===== src/rtl/page_prog_engine.sv =====
module page_prog_engine #(
  parameter int AW          = 17,
  parameter int PAGE_BITS   = 7,
  parameter int PROG_CYCLES = 1000
) (
  input  logic          clk,
  input  logic          rst_n,
  input  logic          wr_begin,
  input  logic [AW-1:0] start_addr,
  input  logic          byte_vld,
  input  logic [7:0]    byte_data,
  input  logic          cs_rise,
  input  logic          cs_rise_clean,
  input  logic          prot_ok,
  output logic          mem_we,
  output logic [AW-1:0] mem_addr,
  output logic [7:0]    mem_wdata,
  output logic          busy,
  output logic          wel_clr
);
  localparam int PAGE = 1 << PAGE_BITS;
  localparam int TW   = $clog2(PROG_CYCLES);

  logic [7:0]             pbuf [PAGE];
  logic [AW-1:PAGE_BITS]  page_q;
  logic [PAGE_BITS-1:0]   idx_q;
  logic [PAGE_BITS:0]     wptr;
  logic [TW-1:0]          tmr;
  logic                   collecting, got, busy_q, clr_q;
  logic                   take, commit;

  assign take   = collecting && !busy_q && !wr_begin && byte_vld;
  assign commit = collecting && !busy_q && !wr_begin && cs_rise
                  && cs_rise_clean && prot_ok && got;

  assign mem_we    = busy_q && !wptr[PAGE_BITS];
  assign mem_addr  = {page_q, wptr[PAGE_BITS-1:0]};
  assign mem_wdata = pbuf[wptr[PAGE_BITS-1:0]];
  assign busy      = busy_q;
  assign wel_clr   = clr_q;

  always_ff @(posedge clk)
    if (take) pbuf[idx_q] <= byte_data;

  always_ff @(posedge clk) begin
    if (!rst_n) begin
      page_q     <= '0;
      idx_q      <= '0;
      wptr       <= '0;
      tmr        <= '0;
      collecting <= 1'b0;
      got        <= 1'b0;
      busy_q     <= 1'b0;
      clr_q      <= 1'b0;
    end else begin
      clr_q <= 1'b0;
      if (busy_q) begin
        if (!wptr[PAGE_BITS]) wptr <= wptr + 1'b1;
        if (tmr == TW'(PROG_CYCLES - 1)) begin
          busy_q <= 1'b0;
          clr_q  <= 1'b1;
        end else begin
          tmr <= tmr + 1'b1;
        end
      end else if (wr_begin) begin
        page_q     <= start_addr[AW-1:PAGE_BITS];
        idx_q      <= start_addr[PAGE_BITS-1:0];
        collecting <= 1'b1;
        got        <= 1'b0;
      end else begin
        if (take) begin
          idx_q <= idx_q + 1'b1;
          got   <= 1'b1;
        end
        if (collecting && cs_rise) begin
          collecting <= 1'b0;
          if (commit) begin
            busy_q <= 1'b1;
            tmr    <= '0;
            wptr   <= '0;
          end
        end
      end
    end
  end
endmodule


===== config.mk =====
export PLATFORM = sky130hd
export DESIGN_NAME = page_prog_engine
export DESIGN_NICKNAME = d
export VERILOG_FILES = /design/src/rtl/page_prog_engine.sv
export SDC_FILE = /design/constraint.sdc
export NUM_CORES = 1
export LEC_CHECK = 0
export BUFFER_PORTS_ARGS = -buffer_cell sky130_fd_sc_hd__buf_4
export CAP_MARGIN = 30
export CORE_UTILIZATION = 30
export CTS_CLUSTER_SIZE = 14
export DETAILED_ROUTE_END_ITERATION = 10
export MAX_ROUTING_LAYER = met4
export PLACE_DENSITY_LB_ADDON = 0.12
export RECOVER_POWER = 100
export SLEW_MARGIN = 0
export SYNTH_ARGS = -nofsm -noshare
export SYNTH_HDL_FRONTEND = slang
export SYNTH_SLANG_ARGS = --single-unit

===== constraint.sdc =====
create_clock -name clk -period 4.8 [get_ports clk]
set_clock_uncertainty 0.2 [all_clocks]
set_input_delay 0.24 -clock clk [delete_from_list [all_inputs] [get_ports clk]]
set_output_delay 0.24 -clock clk [all_outputs]
set_load 0.01 [all_outputs]

# Word-level counts from Yosys, hierarchy flattened
# Memories as Yosys holds them, arrays and structs flattened. A register that Yosys moved wholly into a read port is not among the register bits.
# Index checks and enable logic that the tools add are counted.
[totals]
reg_bits = 39
ramBits = 1024
in_bits = 32
word_cells = 67
n_memories = 1
[op_classes]
add_sub_neg = 3
n_eq_ne = 4
n_mux = 26
bitwise_logic = 1
reduce_logical = 23
[mem_list]
columns = ["memory", "depth", "width", "read_ports", "rd_clocked_by_memory_dff", "wr", "line", "source"]
rows = [
  ["pbuf", 128, 8, 1, 1, 1, "24", "logic [7:0] pbuf [PAGE];"],
]
[op_table]
columns = ["operator", "count"]
rows = [
  ["$mux W10", 5],
  ["$mux W8", 5],
  ["$mux W7", 4],
  ["$mux W1", 12],
  ["$add A10 B1 Y10 const B", 1],
  ["$eq A10 B10 Y1 const B", 1],
  ["$logic_and A1 B1 Y1", 9],
  ["$add A8 B1 Y8 const B", 1],
  ["$reduce_and A2 Y1", 4],
  ["$reduce_and A4 Y1", 2],
  ["$reduce_bool A2 Y1", 4],
  ["$add A7 B1 Y7 const B", 1],
  ["$ne A2 B2 Y1 const B", 2],
  ["$logic_not A1 Y1", 3],
  ["$reduce_and A3 Y1", 1],
  ["$ne A2 B1 Y1 const B", 1],
  ["$not A1 Y1", 1],
]

# Longest topological paths before layout
[depth]
word_depth = 13
mapped_depth = 7
mapped_depth_nobuf = 6

# Worst setup path after synthesis
# OpenSTA, ideal clock, no wires.
[synth_path]
kind = "register to output"
startpoint = "register with a tool-made name"
endpoint = "output mem_wdata[0]"
arrival_time_ns = 2.708
t_required_ns = 4.360
path_slack_ns = 1.652
path_stages_with_launch = 7
path_buffers = 2
path_cell_list = "dfxtp_1 -> clkbuf_1 -> clkbuf_1 -> mux4_2 -> mux4_2 -> mux4_2 -> mux2_2"
[synth_rtl]
columns = ["item", "line", "source"]
rows = [
  ["end: declaration", "17", "output logic [7:0] mem_wdata,"],
]

==> run summary <==
Die H -> 373.5 um
Total core area -> 136100 um^2
Number of antenna violations at the first check in global routing -> 7
Number of enable flip-flop cells after synthesis -> 1024
DRC Markers -> 0
Total gr overflow -> 0
R2R depth -> 6
Fin Hold WS -> 174.9 ps
Die W -> 373.5 um
Actual slew at the worst max-slew pin -> 4027 ps
Final Wtd Congestion -> 0.7549
Layout Utilization -> 35.60%
Critical path endpoint category -> output port
Clk_lat worst skew -> 720 ps
Hold Path Class -> input pin to flop
Post-Synth Adder-Cell Area -> 0.09065%
Largest family of logic cells by synthesized area -> multiplexers
Synthesized area per cell -> 22.31 um^2
Share of cells above drive strength 1 -> 27.43%
Die area -> 139500 um^2
Clock Path Buffers -> 3
Mapped Area -> 41410 um^2
Setup crit start kind -> flop
Fmax -> 0.2212 GHz
Cells after synthesis -> 1856
Non-Filler Instances -> 3957
Hold Path End -> pbuf[100][0]
Clk sink count -> 1070
Tcrit/Tclk final -> 94.20%
Synth warn -> 0
Async SR Flop Fraction -> 0%
Outcome -> finished with violations
Fin Setup TNS -> 0 ps
Max-cap violations -> 10
Root buf cell -> clkbuf_16
H-tree level count -> 3
Critical Path RT -> 4360 ps
Initial Util -> 30.41%
R2R Setup Slk -> 890 ps
I/O pin cnt -> 60
Clock transition at the registers of the reported paths -> 60 ps
VDD IR max -> 0.2596 mV
RR Startpoint -> busy
Routed WL per cell -> 28.29 um
Cts bufs inserted -> 115
Synth unique cells -> 40
Final Net Count -> 2117
CP Class -> flop to output port
Compound-gate portion of the synthesized area -> 0.7524%
Post-synthesis mux area share -> 18.52%
Placed instance count -> 3691
Register area share after synthesis -> 76.49%
GRT Total Usage -> 16.65%
Final min period -> 4522 ps
Final Setup Violations -> 0
Pin count of the biggest net entering global routing -> 90
Rel. slew slack -> -168.5%
DP Wirelength -> 69910 um
Vias in the first global route -> 20660
DRT antenna net count -> 0
PostCTS Resize Cnt -> 0
Power Total -> 19.21 mW
Arrival time worst endpoint -> 4080 ps
Final WL -> 112000 um
LEAKAGE -> 14.27 nW
First-pass GRT wire length -> 159700 um
FP Rows -> 135
Post-Syn Nets -> 1891
Via count -> 19620
Synth Area in XOR/XNOR -> 0.3173%
RSZ-0062 raised after global routing -> no
CTS tree -> done
Max Slew Vio Count -> 609
Hold path start -> byte_data[0]
Synth Area in Simple Gates -> 2.602%
Vias per cell -> 4.959
Synth Flop Type -> edfxtp_1
Router iterations before antenna repair -> 7
Crit-path max FO -> 22
Initial drt markers -> 1730
I/O Buffers -> 59
P per Cell Area -> 396.3 nW/um^2
Final Hold Viols -> 0
Worst reg2reg endpoint -> pbuf[58][4]
Min-Delay Path Depth -> 2
FF+latch count, synth -> 1070
Area Growth Syn to Fin -> 17.05%
Failing checks -> capacitance limit, slew limit
## per-stage QoR
step                worst slack, ps  instance area (um^2)
detailed placement            993.8                 44610
CTS                           186.2                 48750
global placement              961.3                 44460
floorplan                      1652                 41410
finish                        278.3                 48470
global route                  96.32                 48460
## layout by cell type, fill, tap and decap left out, types with 3 or more instances in the layout
cell,synthesis,routed
edfxtp_1,1024,1024
mux4_2,336,336
nor2_1,158,158
clkbuf_16,0,119
clkbuf_1,57,101
buf_4,9,66
dlygate4sd3_1,0,52
nand2_1,43,43
dfxtp_1,46,42
a21oi_1,27,27
clkinv_1,0,26
clkinv_2,0,23
nand3_1,18,18
xnor2_1,14,14
buf_12,0,12
a211oi_1,10,10
mux2_2,8,8
bufinv_16,0,8
nor2b_1,7,7
inv_1,7,7
nand4_1,6,6
o21ai_0,6,6
dfxtp_4,0,4
clkbuf_2,0,4
diode_2,0,3
and3_1,3,3
nor3b_1,3,3
nand2b_1,3,3
nor3_1,3,3
ha_1,3,3
clkbuf_8,0,3
clkinvlp_4,0,3
## synthesized netlist by cell type (all sizes together) (3+ instances only)
library cell  number  area [um^2]
buf               53        270.3
a21oi             27        135.1
a211oi            10        75.07
clkbuf            57        214.0
nor2b              7        43.79
mux2               8        90.09
ha                 3        37.54
nand2b             3        18.77
dfxtp             46        920.9
mux4             336         7567
nand4              6        37.54
nand3             18        90.09
and3               3        18.77
o21ai              6        30.03
edfxtp          1024        30750
nor2             158        593.1
nor3               3        15.01
nand2             43        161.4
xnor2             14        122.6
nor3b              3        22.52
inv                7        26.28
## state kept, by name, indices dropped and copies added (netlist names), named ones only
| register | flops |
|---|---|
| wptr | 8 |
| wel_clr | 1 |
| pbuf | 1024 |
| tmr | 10 |
| idx_q | 7 |
| busy | 1 |
| got | 1 |
| page_q | 10 |
| collecting | 1 |
## cell families (layout without fill, tap and decap cells)
family                   count (synthesis)  after routing
flip-flops                            1070           1070
multiplexers                           345            345
AND/OR/NAND/NOR                        254            254
buffers and inverters                  117            434
AO/OA/AOI/OAI                           52             52
XOR/XNOR                                15             15
adder cells (fa/ha/maj)                  3              3
other                                    0              3
## layout make-up
| type | count | area [um^2] |
|---|---|---|
| antenna | 3 | 7.507 |
| multi-input combinational | 669 | 9231 |
| clock inverter | 64 | 536.8 |
| timing repair buffer | 219 | 1650 |
| clock buffer | 144 | 3102 |
| tap | 1781 | 2228 |
| sequential | 1070 | 31690 |
| inverter | 7 | 26.28 |
| fill | 12660 | 87680 |
## worst max-delay path by stage
| stage | cells past startpoint | end | slack, ps |
|---|---|---|---|
| after CTS | 7 | mem_wdata[1] | 190 |
| after global routing | 6 | mem_wdata[6] | 100 |
| after detailed placement | 7 | mem_wdata[0] | 990 |
| after global placement | 7 | mem_wdata[1] | 960 |
| final | 6 | mem_wdata[6] | 280 |
| after floorplan | 6 | mem_wdata[0] | 1650 |
## where the power goes
group / total (mW) / internal, mW / switching, mW
combinational: 0.329 / 0.0824 / 0.247
clock: 8.61 / 4.97 / 3.64
sequential: 10.3 / 10.2 / 0.0252
total: 19.2 / 15.3 / 3.91
## metal layers
metal	share of wire (%)	vias up	GRT usage, %
met3	5.6	152	3.365
met2	48	526	25.86
met1	44	10700	22.12
met4	2.2	0	4.822
li1	-	8247	-
met5	0	-	-
## worst max-delay path, cell delays in order (launching register included)
cell and delay [ps]:
dfxtp_4 550, clkbuf_4 550, mux4_2 590, mux4_2 540, mux4_2 580, mux2_2 360
buf_4 160
## what timing repair did
item,CTS,global route
hold buffers,50,2
buffers inserted,0,0
endpoints found under the hold margin,254,86
Note: power is estimated with default switching activity, not from simulation.
